## config.mk

```make
export PLATFORM = sky130hd
export DESIGN_NAME = brdir_predictor
export DESIGN_NICKNAME = d
export VERILOG_FILES = /design/src/rtl/brdir_pkg.sv /design/src/rtl/brdir_rst_sync.sv /design/src/rtl/brdir_index.sv /design/src/rtl/brdir_table.sv /design/src/rtl/brdir_misscnt.sv /design/src/rtl/brdir_predictor.sv
export SDC_FILE = /design/constraint.sdc
export NUM_CORES = 1
export LEC_CHECK = 0
export BUFFER_PORTS_ARGS = -buffer_cell sky130_fd_sc_hd__buf_2
export CORE_ASPECT_RATIO = 2
export CORE_UTILIZATION = 30
export CTS_CLUSTER_DIAMETER = 30
export DETAILED_ROUTE_END_ITERATION = 10
export PLACE_DENSITY_LB_ADDON = 0.12
export SETUP_SLACK_MARGIN = 0.02
export SYNTH_ARGS = -nofsm -noshare
export SYNTH_HDL_FRONTEND = slang
export SYNTH_SLANG_ARGS = --single-unit
```

## constraint.sdc

```tcl
create_clock -name clk -period 2.71 [get_ports clk]
set_clock_uncertainty 0.2 [all_clocks]
set_input_delay 0.542 -clock clk [delete_from_list [all_inputs] [get_ports clk]]
set_output_delay 0.542 -clock clk [all_outputs]
set_load 0.02 [all_outputs]
```

## src/rtl/brdir_pkg.sv

```systemverilog
package brdir_pkg;

  localparam logic [1:0] ST_NT_STRONG = 2'b00;
  localparam logic [1:0] ST_NT_WEAK   = 2'b01;
  localparam logic [1:0] ST_TK_WEAK   = 2'b10;
  localparam logic [1:0] ST_TK_STRONG = 2'b11;

  // Next state of one slot for a resolved outcome.
  function automatic logic [1:0] brdir_next(input logic [1:0] cur, input logic taken);
    logic [1:0] nxt;
    case (cur)
      ST_NT_STRONG: nxt = taken ? ST_NT_WEAK   : ST_NT_STRONG;
      ST_NT_WEAK:   nxt = taken ? ST_TK_STRONG : ST_NT_STRONG;
      ST_TK_WEAK:   nxt = taken ? ST_TK_STRONG : ST_NT_STRONG;
      default:      nxt = taken ? ST_TK_STRONG : ST_TK_WEAK;
    endcase
    return nxt;
  endfunction

endpackage

```

## src/rtl/brdir_rst_sync.sv

```systemverilog
module brdir_rst_sync #(
  parameter int STAGES = 2
) (
  input  logic clk,
  input  logic rst_n,
  output logic rst_n_sync
);
  logic [STAGES-1:0] sync_q;
  logic [STAGES-1:0] sync_d;

  always_comb begin
    sync_d = {sync_q[STAGES-2:0], 1'b1};
  end

  always_ff @(posedge clk or negedge rst_n) begin
    if (!rst_n) sync_q <= '0;
    else        sync_q <= sync_d;
  end

  assign rst_n_sync = sync_q[STAGES-1];
endmodule

```

## src/rtl/brdir_index.sv

```systemverilog
module brdir_index #(
  parameter int ADDR_W = 32,
  parameter int IDX_W  = 3
) (
  input  logic [ADDR_W-1:0] pc,
  output logic [IDX_W-1:0]  idx
);
  // Byte-offset bits and bits above the index play no part.
  logic unused_pc_bits;
  assign unused_pc_bits = ^{pc[ADDR_W-1:IDX_W+2], pc[1:0]};
  assign idx = pc[2 +: IDX_W];
endmodule

```

## src/rtl/brdir_table.sv

```systemverilog
module brdir_table
  import brdir_pkg::*;
#(
  parameter int SLOTS = 8,
  localparam int IDX_W = $clog2(SLOTS)
) (
  input  logic             clk,
  input  logic             rst_n,
  input  logic [IDX_W-1:0] rd_idx,
  output logic [1:0]       rd_state,
  input  logic             wr_en,
  input  logic [IDX_W-1:0] wr_idx,
  input  logic             wr_taken,
  output logic [1:0]       wr_old
);
  logic [2*SLOTS-1:0] ent_all;

  for (genvar g = 0; g < SLOTS; g++) begin : gen_slot
    logic [1:0] st_q;
    logic [1:0] st_d;
    logic       hit;

    always_comb begin
      hit  = wr_en && (wr_idx == IDX_W'(g));
      st_d = brdir_next(st_q, wr_taken);
    end

    always_ff @(posedge clk or negedge rst_n) begin
      if (!rst_n)   st_q <= ST_NT_STRONG;
      else if (hit) st_q <= st_d;
    end

    assign ent_all[2*g +: 2] = st_q;
  end

  assign rd_state = ent_all[{rd_idx, 1'b0} +: 2];
  assign wr_old   = ent_all[{wr_idx, 1'b0} +: 2];
endmodule

```

## src/rtl/brdir_misscnt.sv

```systemverilog
module brdir_misscnt #(
  parameter int CNT_W = 16
) (
  input  logic             clk,
  input  logic             rst_n,
  input  logic             inc,
  output logic [CNT_W-1:0] count
);
  logic [CNT_W-1:0] count_q;
  logic [CNT_W-1:0] count_d;
  logic             cnt_en;

  always_comb begin
    cnt_en  = inc && (count_q != '1);
    count_d = count_q + 1'b1;
  end

  always_ff @(posedge clk or negedge rst_n) begin
    if (!rst_n)      count_q <= '0;
    else if (cnt_en) count_q <= count_d;
  end

  assign count = count_q;
endmodule

```

## src/rtl/brdir_predictor.sv

```systemverilog
module brdir_predictor #(
  parameter int ADDR_W = 32,
  parameter int SLOTS  = 8,
  parameter int CNT_W  = 16
) (
  input  logic              clk,
  input  logic              rst_n,
  input  logic [ADDR_W-1:0] lkp_pc,
  output logic              lkp_taken,
  input  logic              upd_valid,
  input  logic [ADDR_W-1:0] upd_pc,
  input  logic              upd_taken,
  output logic [CNT_W-1:0]  miss_count
);
  localparam int IDX_W = $clog2(SLOTS);

  logic             rst_n_q;
  logic [IDX_W-1:0] lkp_idx;
  logic [IDX_W-1:0] upd_idx;
  logic [1:0]       lkp_state;
  logic [1:0]       upd_old;
  logic             upd_miss;

  brdir_rst_sync #(.STAGES(2)) u_rst (
    .clk        (clk),
    .rst_n      (rst_n),
    .rst_n_sync (rst_n_q)
  );

  brdir_index #(.ADDR_W(ADDR_W), .IDX_W(IDX_W)) u_lkp_idx (
    .pc  (lkp_pc),
    .idx (lkp_idx)
  );

  brdir_index #(.ADDR_W(ADDR_W), .IDX_W(IDX_W)) u_upd_idx (
    .pc  (upd_pc),
    .idx (upd_idx)
  );

  brdir_table #(.SLOTS(SLOTS)) u_tab (
    .clk      (clk),
    .rst_n    (rst_n_q),
    .rd_idx   (lkp_idx),
    .rd_state (lkp_state),
    .wr_en    (upd_valid),
    .wr_idx   (upd_idx),
    .wr_taken (upd_taken),
    .wr_old   (upd_old)
  );

  assign lkp_taken = lkp_state[1];
  assign upd_miss  = upd_valid && (upd_old[1] != upd_taken);

  brdir_misscnt #(.CNT_W(CNT_W)) u_cnt (
    .clk   (clk),
    .rst_n (rst_n_q),
    .inc   (upd_miss),
    .count (miss_count)
  );
endmodule

```

* Yosys cells after proc, flatten, opt, wreduce, memory -nomap -nowiden *
Cells that the tools add are included.

word-level totals
  flip-flop bits (word level) = 34
  logic and storage cells = 76
  output and inout port bits = 17
  input port bits = 68

operators by class
  mux-type cells = 11
  equality and inequality tests = 25
  reductions and logical operators = 27
  add/sub/neg operators = 1
  shifts and indexed selects = 2

operators with widths
  cell                   count
  $pmux 2 s2             8
  $shiftx 16x5->2        2
  $add 16x1->16 const B  1
  $eq 2x1->1 const B     8
  $eq 2x2->1 const B     8
  $logic_not 2->1        8
  $ne 16x16->1 const B   1
  $reduce_or 2->1        8
  $eq 3x3->1 const B     4
  $logic_and 1x1->1      10
  $eq 3x2->1 const B     2
  $eq 3x1->1 const B     1
  $logic_not 3->1        1
  $mux 1                 2
  $mux 2                 1
  $ne 1x1->1             1

* Logic depth before layout (Yosys ltp) *
Gate-level depths: netlist of run 1.

  depth after elaboration = 4
  mapped depth = 7
  gate-level depth less buffers = 6

* Cells and area by module *
A second synthesis of run 1 with hierarchy kept.

unflattened totals
  cell total of the unflattened synthesis = 181
  area total of the unflattened synthesis = 2,104.5 um2

by module, submodules not included
  module           sequential area each (um2)  instances  area each (um2)  cells an instance
  brdir_table      400.4                       1          1,131.1          98
  brdir_misscnt    400.4                       1          859.6            72
  brdir_rst_sync   50.0                        1          53.8             3
  brdir_index      0.0                         2          22.5             3
  brdir_predictor  0.0                         1          15.0             2

* Least setup slack after synthesis of run 1 *
OpenSTA, ideal clock, no wires.

  path type = input-to-reg
  from = in upd_pc[4]
  to = reg u_cnt.count_q[8] (netlist: u_cnt.count[8])
  stages = 7
  arrival = 1.939 ns
  setup slack = 0.441 ns
  setup time = 0.130 ns
  path buffers = 2
  cells stage by stage = buf_6 -> mux4_2 -> mux2i_1 -> mux2_4 -> buf_12 -> nand4_4 -> xnor2_2

on the way
  word-level cells in the longest chain between the ends = 4

RTL lines
  element               RTL line               text
  start, declared       brdir_predictor.sv:11  input logic [ADDR_W-1:0] upd_pc,
  $shiftx 16x5->2       brdir_table.sv:37      assign wr_old = ent_all[{wr_idx, 1'b0} +: 2];
  $ne 1x1->1            brdir_predictor.sv:52  assign upd_miss = upd_valid && (upd_old[1] != upd_taken);
  $logic_and 1x1->1     brdir_predictor.sv:52
  $logic_and 1x1->1     brdir_misscnt.sv:14    cnt_en = inc && (count_q != '1);
  end signal, assigned  brdir_misscnt.sv:20    else if (cnt_en) count_q <= count_d;
  end, declared         brdir_misscnt.sv:9     logic [CNT_W-1:0] count_q;

No other way between the ends.
A chain may end at the register's enable or synchronous reset.

* Final worst setup path of run 1 *
  from = reg u_tab.gen_slot[7].st_q[1]
  to = out lkp_taken

on the way
  word-level cells in the longest chain between the ends = 1

RTL lines
  element                 RTL line              text
  start, declared         brdir_table.sv:19     logic [1:0] st_q;
  start signal, assigned  brdir_table.sv:30     else if (hit) st_q <= st_d;
  $shiftx 16x5->2         brdir_table.sv:36     assign rd_state = ent_all[{rd_idx, 1'b0} +: 2];
  end, declared           brdir_predictor.sv:9  output logic lkp_taken,

No other way between the ends.

==> results of run 1 <==
routing by layer:
layer | part of all wire [%] | vias up | wire length (µm)
met5 | 0 | - | 0
met4 | 1.5 | 0 | 56
met3 | 3.2 | 4 | 124
met2 | 56 | 27 | 2140
met1 | 40 | 633 | 1520
li1 | - | 672 | -
cell families (layout without fill, tap and decap cells):
kind of cell               after synthesis  count (layout)  synth area share [%]
DFF                                     34              34                  45.7
other                                    1               1                 0.202
xor gates and xnor gates                15              15                  7.47
AOI/OAI and AO/OA                       24              24                  6.99
adders and majority gates                9               9                  6.05
buffers and inverters                   23              54                  5.92
muxes                                   10              10                  8.81
and+or+nand+nor                         62              62                  18.8
worst paths after layout:
path / from / cells after the start / slack, ps / end
worst max-delay path: u_tab.gen_slot[7].st_q[1] / 3 / 370 / lkp_taken
worst min-delay path: u_rst.sync_q[1] / 1 / 70 / u_cnt.count[0]
worst max register to register: u_tab.gen_slot[7].st_q[1] / 4 / 530 / u_cnt.count[1]
worst min register to register: u_rst.sync_q[1] / 1 / 70 / u_cnt.count[0]
max in group asynchronous: rst_n / 2 / 1840 / u_rst.sync_q[1]
min in group clk: u_rst.sync_q[0] / 0 / 150 / u_rst.sync_q[1]
power by group through the flow:
stage,Combinational (mW),Clock (mW),Sequential [mW]
after floorplan,0.383,0,0.776
after global placement,0.533,0,0.759
after detailed placement,0.552,0,0.758
after CTS,0.555,0.559,0.750
after global routing,0.633,0.577,0.767
final,0.543,0.535,0.747
placed cells by master (no fill, tap or decap), drive strengths merged:
master / n
ha: 9
mux4: 4
a211oi: 1
inv: 17
conb: 1
nand4: 7
nand3: 6
xnor2: 14
and4: 4
dlygate4sd3: 1
and3: 3
clkinv: 2
o21ai: 19
nand4b: 2
nor2: 6
xor2: 1
dfrtp: 34
mux2: 5
a21oi: 2
nor3b: 1
clkbuf: 5
a41oi: 2
nor3: 3
buf: 29
mux2i: 1
nand2b: 3
nand2: 27
per-stage QoR:
| step | std cells | utilization [%] |
|---|---|---|
| 3_5_place_dp | 264 | 34.1 |
| 3_3_place_gp | 264 | 34.1 |
| 5_1_grt | 272 | 36.5 |
| 4_1_cts | 272 | 36.5 |
| 6_report | 272 | 36.5 |
| 2_1_floorplan | 178 | - |
sequential cells by signal (all words and copies together) (netlist names):
register and flops:
u_cnt.count 16, u_tab.gen_slot.st_q 16, u_rst.sync_q 2
final cells by class:
cell class                 instances  area, µm²
fill                             637       3810
multi-input combinational        121        900
sequential                        34        851
timing repair buffer              30        163
clock buffer                       5        125
tap                               63       78.8
inverter                          17       63.8
clock inverter                     2       10.0
repair_timing:
item                      CTS  global route
hold buffers                1             0
hold endpoints to repair    2             0
buffers inserted            0             0
==> results.py, run 1 <==
metrics = {
    "place": {
        "dp_worst_setup_slack_ps": 180,
        "dp_hpwl_um": 2840,
        "io_buffers": 26,
        "post_dp_cell_area_um2": 2050,
        "gp_congestion": 0.716,
    },
    "floorplan": {
        "coreArea_um2": 6010,
        "io_pins": 85,
        "die_h_um": 113,
        "dieWidth_um": 57.7,
        "rows": 40,
        "die_area_um2": 6540,
        "start_util_pct": 31.0,
    },
    "critical_path": {
        "critPathTopFamily": "multiplexers",
        "crit_path_end_kind": "output pin",
        "path_class": "reg2out",
        "start_kind": "flip-flop",
        "path_buf_inv": 1,
        "cp_slowest_cell": "mux4_2",
        "cp_max_fo": 4,
        "critPathRequiredTime_ps": 1970,
        "crit_arrival_ps": 1590,
        "slowest_delay_ps": 480,
        "path_cells": "mux4_2 -> mux2_2 -> buf_2",
    },
    "power": {
        "power_density_nw_per_um2": 833,
        "p_sw_share_pct": 33.8,
        "p_comb_share_pct": 29.8,
        "peakVddDrop_mv": 0.400,
        "p_seq_share_pct": 41.0,
        "p_switching_mw": 0.617,
        "total_power_mw": 1.82,
        "clkPwrFrac_pct": 29.3,
        "p_int_mw": 1.21,
        "power.leakage_nw": 1.04,
    },
    "clocking": {
        "cts_root_buffer": "clkbuf_16",
        "clock_sinks": 34,
        "post_cts_resized": 0,
        "clk_pin_slew_ps": 50,
        "cts_max_path_buffers": 2,
        "htree_levels": 2,
        "tritoncts.num_buffers": 5,
        "insertion_delay_ps": 270,
        "tritoncts": "done",
    },
    "timing": {
        "rsz0062_at_grt": "no",
        "finalHoldViolations": 0,
        "fmax_mhz": 428,
        "drv_slew": 0,
        "fin_crit_ps": 2340,
        "finalSetupTns_ps": 0,
        "fin_crit_sh_pct": 86.2,
        "whs_ps": 67.0,
        "layout_setup_ws_ps": 374,
        "setup_viol": 0,
    },
    "yosys": {
        "synth_seq_cells": 34,
        "syn_area_um2": 1860,
        "synthFlopType": "dfrtp_1",
        "yosysTopAreaCellShare_pct": 45.7,
        "yosysTopAreaCell": "dfrtp_1",
        "synth_area_per_cell_um2": 10.5,
        "yosysMostFrequentCell": "dfrtp_1",
        "async_flop_share_pct": 100,
        "synth_commonest_cells": "dfrtp_1 (34), nand2_1 (27), o21ai_0 (19), inv_1 (17), xnor2_1 (13)",
        "syn_nets": 255,
        "synth.yosys.seq_area_share_pct": 45.7,
        "synth_edf_count": 0,
        "ys_warn_count": 0,
        "ys_top_cells_by_area": "dfrtp_1 (46%), xnor2_1 (6.1%), ha_1 (6.1%), nand2_1 (5.4%), o21ai_0 (5.1%)",
        "synth_cells": 178,
        "synth_cell_types": 31,
    },
    "detailed_routing": {
        "vias_per_cell": 4.91,
        "totalWireLength_um": 3830,
        "drtPass1Iterations": 7,
        "drc": 3,
        "vias": 1336,
        "routedWlPerCell_um": 14.1,
        "initialDrtViolationCount": 26,
        "ant_nets": 0,
    },
    "grt": {
        "grt_pass1_wl_um": 6560,
        "use_met3_pct": 2.49,
        "grt_use_met1_pct": 13.7,
        "grt-ovfl-total": 0,
        "use_met2_pct": 25.3,
        "grt_pass1_vias": 1395,
        "grt_max_degree": 33,
        "antenna_found_initial": 0,
        "grt_usage_pct": 13.2,
        "top_usage_layer": "met2",
    },
    "status": {
        "violations": "design-rule violations",
        "status": "finished, violations left",
    },
    "final_layout": {
        "antenna_cells": 0,
        "final_cell_area_um2": 2190,
        "nets": 286,
        "area_growth_pct": 17.8,
        "drive_gt1_share_pct": 24.4,
    },
    "min_path": {
        "hp-class": "reg2async",
    },
    "job": {
        "cap_viol_max_count": 0,
    },
}
(Power assumes the default switching activity.)
==> run 2, diff against run 1 <==
--- a/config.mk
+++ b/config.mk
@@ -5,7 +5,7 @@
 export SDC_FILE = /design/constraint.sdc
 export NUM_CORES = 1
 export LEC_CHECK = 0
-export BUFFER_PORTS_ARGS = -buffer_cell sky130_fd_sc_hd__buf_2
+export BUFFER_PORTS_ARGS = -buffer_cell sky130_fd_sc_hd__buf_4
 export CORE_ASPECT_RATIO = 2
 export CORE_UTILIZATION = 30
 export CTS_CLUSTER_DIAMETER = 30
==> results.py, run 2 (synthesis results as in run 1) <==
metrics = {
    "timing": {
        "finalHoldViolations": 0,
        "fin_crit_ps": 2340,
        "drv_slew": 0,
        "finalSetupTns_ps": 0,
        "fin_crit_sh_pct": 86.2,
        "rsz0062_at_grt": "no",
        "fmax_mhz": 428,
        "setup_viol": 0,
    },
    "clocking": {
        "clk_pin_slew_ps": 60,
        "cts_max_path_buffers": 2,
        "tritoncts.num_buffers": 5,
        "clock_sinks": 34,
        "insertion_delay_ps": 270,
        "postCtsSetupBuffers": 0,
        "cts_root_buffer": "clkbuf_16",
        "tritoncts": "done",
        "htree_levels": 2,
    },
    "grt": {
        "antenna_found_initial": 0,
        "grt_pass1_wl_um": 6820,
        "grt_pass1_vias": 1488,
        "grt_max_degree": 33,
        "grt_usage_pct": 13.7,
        "grt-ovfl-total": 0,
    },
    "critical_path": {
        "cp_slowest_cell": "mux4_2",
        "rr_startpoint": "u_cnt.count[0]",
        "reg2reg_depth": 5,
        "crit_arrival_ps": 1590,
        "critPathTopFamily": "multiplexers",
        "cp_max_fo": 4,
        "slowest_delay_ps": 480,
        "crit_path_end_kind": "output pin",
        "path_buf_inv": 1,
        "r2r_slack_ps": 540,
        "start_kind": "flip-flop",
        "path_cells": "mux4_2 -> mux2_2 -> buf_4",
        "regToRegEndpoint": "u_cnt.count[1]",
        "path_class": "reg2out",
        "critPathRequiredTime_ps": 1970,
    },
    "place": {
        "gp_congestion": 0.711,
        "io_buffers": 26,
        "dp_hpwl_um": 2880,
    },
    "detailed_routing": {
        "totalWireLength_um": 3850,
        "routedWlPerCell_um": 14.2,
        "ant_nets": 0,
        "initialDrtViolationCount": 42,
        "drc": 3,
        "vias": 1356,
        "vias_per_cell": 5.00,
        "drtPass1Iterations": 7,
    },
    "final_layout": {
        "area_growth_pct": 21.1,
        "antenna_cells": 0,
        "nets": 284,
        "drive_gt1_share_pct": 23.6,
        "final_core_util_pct": 37.5,
        "layout_common_cells": "dfrtp_1 (34), nand2_1 (27), buf_4 (27)",
        "final_common_cell": "dfrtp_1",
    },
    "floorplan": {
        "coreArea_um2": 6010,
        "rows": 40,
        "io_pins": 85,
        "die_area_um2": 6540,
        "start_util_pct": 31.0,
        "die_h_um": 113,
        "dieWidth_um": 57.7,
    },
    "power": {
        "peakVddDrop_mv": 0.387,
        "total_power_mw": 1.90,
        "power.leakage_nw": 1.04,
        "power_density_nw_per_um2": 842,
    },
    "status": {
        "violations": "design-rule violations",
        "status": "finished, violations left",
    },
    "min_path": {
        "hp-class": "reg2async",
    },
    "job": {
        "cap_viol_max_count": 0,
    },
}
-- run 2: changes by cell type in the layout (fill, tap and decap cells not counted) --
cell / before / now
clkinv_2: 2 / 1
buf_2: 26 / 0
clkbuf_8: 0 / 1
clkbuf_1: 0 / 1
buf_4: 3 / 27
-- run 2: how the worst max path moves through the flow --
stage,start,end,slack [ps],cells past startpoint
after floorplan,upd_pc[4],u_cnt.count[8],440,7
after global routing,u_tab.gen_slot[7].st_q[1],lkp_taken,330,3
after detailed placement,upd_pc[3],u_cnt.count[1],240,5
after global placement,upd_pc[3],u_cnt.count[1],250,5
final,u_tab.gen_slot[7].st_q[1],lkp_taken,370,3
after CTS,u_tab.gen_slot[7].st_q[1],lkp_taken,370,3
-- run 2: repair_timing --
item / in CTS / in global routing
resized for setup: 0 / 0
hold endpoints to repair: 2 / 0
hold buffers: 1 / 0
setup endpoints to repair: 0 / 0
-- run 2: where the power goes --
group / internal (mW) / switching [mW] / leakage, nW / total, mW
Sequential: 0.630 / 0.122 / 0.432 / 0.752
Combinational: 0.277 / 0.306 / 0.538 / 0.582
Clock: 0.364 / 0.200 / 0.0739 / 0.564
Total: 1.27 / 0.628 / 1.04 / 1.90
-- run 2: area by class of cell --
| cell class | count | area, µm² |
|---|---|---|
| Clock buffer | 7 | 143 |
| Clock inverter | 1 | 5.00 |
| Tap cell | 63 | 78.8 |
| Timing Repair Buffer | 28 | 213 |
| Sequential cell | 34 | 851 |
| Multi-Input combinational cell | 121 | 900 |
| Fill cell | 624 | 3750 |
| Inverter | 17 | 63.8 |
-- run 2: stage by stage --
step	instance area, µm²	hold WS, ps	worst slack (ps)	cells
after floorplan	1860	46.4	441	178
after global placement	2100	78.6	254	262
after detailed placement	2100	85.3	241	262
after CTS	2250	92.4	371	271
after global routing	2250	125	327	271
final	2250	67.2	373	271
-- run 2: worst reg2reg max path: cells and delay by family (launching register included) --
kind	cells	cell delay [ps]
AND/OR/NAND/NOR	1	210
multiplexers	2	690
flip-flops	1	460
adder cells (fa/ha/maj)	1	280
AO/OA/AOI/OAI	1	210
-- run 2: layer usage --
layer,vias up,share of wire [%],global-route usage (%)
li1,666,-,-
met2,31,56,25.0
met5,-,0,0
met1,651,39,14.4
met4,0,2.2,6.83
met3,8,3.7,2.61
==> run 3, diff against run 2 <==
--- a/config.mk
+++ b/config.mk
@@ -5,11 +5,13 @@
 export SDC_FILE = /design/constraint.sdc
 export NUM_CORES = 1
 export LEC_CHECK = 0
+export ABC_AREA = 1
 export BUFFER_PORTS_ARGS = -buffer_cell sky130_fd_sc_hd__buf_4
 export CORE_ASPECT_RATIO = 2
 export CORE_UTILIZATION = 30
 export CTS_CLUSTER_DIAMETER = 30
 export DETAILED_ROUTE_END_ITERATION = 10
+export HOLD_SLACK_MARGIN = 0.02
 export PLACE_DENSITY_LB_ADDON = 0.12
 export SETUP_SLACK_MARGIN = 0.02
 export SYNTH_ARGS = -nofsm -noshare
==> results.py, run 3 <==
metrics = {
    "timing": {
        "finalHoldViolations": 0,
        "fin_crit_sh_pct": 74.9,
        "drv_slew": 0,
        "whs_ps": 74.1,
        "finalSetupTns_ps": 0,
        "fin_crit_ps": 2030,
        "setup_viol": 0,
        "fmax_mhz": 493,
        "rsz0062_at_grt": "no",
    },
    "final_layout": {
        "layout_common_cells": "nand2_1 (97), inv_1 (36), dfrtp_1 (34)",
        "area_growth_pct": 18.7,
        "nets": 401,
        "final_common_cell": "nand2_1",
        "antenna_cells": 0,
        "drive_gt1_share_pct": 15.7,
    },
    "yosys": {
        "synth_edf_count": 0,
        "synth_area_per_cell_um2": 7.34,
        "async_flop_share_pct": 100,
        "synth_cells": 296,
        "yosysTopAreaCell": "dfrtp_1",
        "syn_area_um2": 2170,
        "yosysMostFrequentCell": "nand2_1",
        "synth_seq_cells": 34,
        "ys_top_cells_by_area": "dfrtp_1 (39%), nand2_1 (17%), o21ai_0 (6.7%), inv_1 (6.2%), ha_1 (5.2%)",
        "synthFlopType": "dfrtp_1",
        "yosysTopAreaCellShare_pct": 39.1,
        "syn_nets": 373,
        "synth_commonest_cells": "nand2_1 (97), inv_1 (36), dfrtp_1 (34), o21ai_0 (29), nor2_1 (24)",
        "synth_cell_types": 28,
        "synth.yosys.seq_area_share_pct": 39.1,
        "ys_warn_count": 0,
    },
    "clocking": {
        "tritoncts.num_buffers": 5,
        "tritoncts": "done",
        "insertion_delay_ps": 280,
        "clock_sinks": 34,
        "postCtsSetupBuffers": 0,
        "cts_root_buffer": "clkbuf_16",
        "htree_levels": 2,
        "cts_max_path_buffers": 2,
        "postCtsHoldBufs": 1,
        "clk_pin_slew_ps": 60,
        "post_cts_resized": 0,
    },
    "floorplan": {
        "die_h_um": 122,
        "coreArea_um2": 6990,
        "rows": 43,
        "io_pins": 85,
        "die_area_um2": 7610,
        "start_util_pct": 31.1,
        "dieWidth_um": 62.2,
    },
    "power": {
        "peakVddDrop_mv": 0.359,
        "power_density_nw_per_um2": 729,
        "power.leakage_nw": 1.29,
    },
    "place": {
        "dp_hpwl_um": 3930,
        "gp_congestion": 0.815,
        "io_buffers": 26,
    },
    "min_path": {
        "hp-class": "reg2async",
    },
    "critical_path": {
        "path_class": "reg2out",
        "crit_path_end_kind": "output pin",
        "r2r_slack_ps": 760,
        "crit_arrival_ps": 1290,
        "reg2reg_depth": 9,
        "start_kind": "flip-flop",
        "rr_startpoint": "u_cnt.count[0]",
        "critPathRequiredTime_ps": 1970,
        "cp_max_fo": 3,
        "regToRegEndpoint": "u_cnt.count[2]",
    },
    "grt": {
        "grt_pass1_wl_um": 9120,
        "antenna_found_initial": 0,
        "grt-ovfl-total": 0,
        "grt_max_degree": 33,
        "grt_usage_pct": 15.9,
        "grt_pass1_vias": 1862,
    },
    "detailed_routing": {
        "vias": 1965,
        "totalWireLength_um": 5370,
        "vias_per_cell": 4.75,
        "drc": 0,
        "routedWlPerCell_um": 13.0,
        "drtPass1Iterations": 4,
        "initialDrtViolationCount": 81,
        "ant_nets": 0,
    },
    "status": {
        "status": "finished, final reports clean",
    },
    "job": {
        "cap_viol_max_count": 0,
    },
}
run 3: changes by cell type in the layout (fill, tap and decap cells not counted), moves of 6 or more:
cell     previous run  this run
inv_1              17        36
nand2_1            27        97
nand2_2             0         7
nand3_1             1         7
nand4_1             6        18
nor2_1              6        24
o21ai_0            19        29
xnor2_1            13         3
run 3: logic make-up after synthesis:
family / Yosys count / synth area share, %
compound gates: 36 / 8.46
simple gates: 163 / 34.6
flops: 34 / 39.1
xor+xnor: 8 / 3.22
buf+inv: 45 / 9.21
other cells: 1 / 0.173
fa+ha+maj: 9 / 5.18
run 3: worst max path at each step:
stage	start	to	slack, ps	depth (start not counted)
floorplan	lkp_pc[2]	lkp_taken	790	4
global placement	upd_pc[2]	u_cnt.count[1]	630	11
detailed placement	upd_pc[2]	u_cnt.count[2]	620	11
CTS	u_tab.gen_slot[6].st_q[1]	lkp_taken	670	5
global route	u_tab.gen_slot[6].st_q[1]	lkp_taken	580	5
finish	u_tab.gen_slot[6].st_q[1]	lkp_taken	680	5
run 3: layout make-up:
| class | count | area, µm² |
|---|---|---|
| clock buffers | 5 | 125 |
| clock inverters | 2 | 10.0 |
| fillers | 791 | 4420 |
| inverters | 38 | 145 |
| multi-input cells | 217 | 1120 |
| flip-flops and latches | 34 | 851 |
| well taps | 90 | 113 |
| repair buffers | 28 | 213 |
run 3: power breakdown:
group	leakage (nW)	internal [mW]	switching, mW
combinational	0.780	0.235	0.372
sequential	0.438	0.622	0.102
clock	0.0694	0.332	0.216
total	1.29	1.19	0.690
run 3: critical path, cell delays in order, from the launching register on:
cell and delay (ps):
dfrtp_1 350, inv_1 70, a21oi_1 120, o21ai_0 90
a32oi_1 190, buf_4 170
run 3: stage by stage:
| stage | utilization, % | area, µm² | cells | power, mW | setup WS (ps) |
|---|---|---|---|---|---|
| 6_report | 36.9 | 2580 | 414 | 1.88 | 680 |
| 5_1_grt | 36.9 | 2580 | 414 | 2.03 | 576 |
| 3_3_place_gp | 34.8 | 2430 | 406 | 1.33 | 628 |
| 4_1_cts | 36.9 | 2580 | 414 | 1.91 | 675 |
| 2_1_floorplan | - | 2170 | 296 | 1.16 | 787 |
| 3_5_place_dp | 34.8 | 2430 | 406 | 1.35 | 616 |
run 3: metal layers:
layer	vias to the layer above	part of all wire [%]	global-route usage (%)
met1	910	38	15.5
met2	42	55	30.3
met3	12	3.5	3.53
met4	0	3.5	9.16
met5	-	0	0
li1	1001	-	-
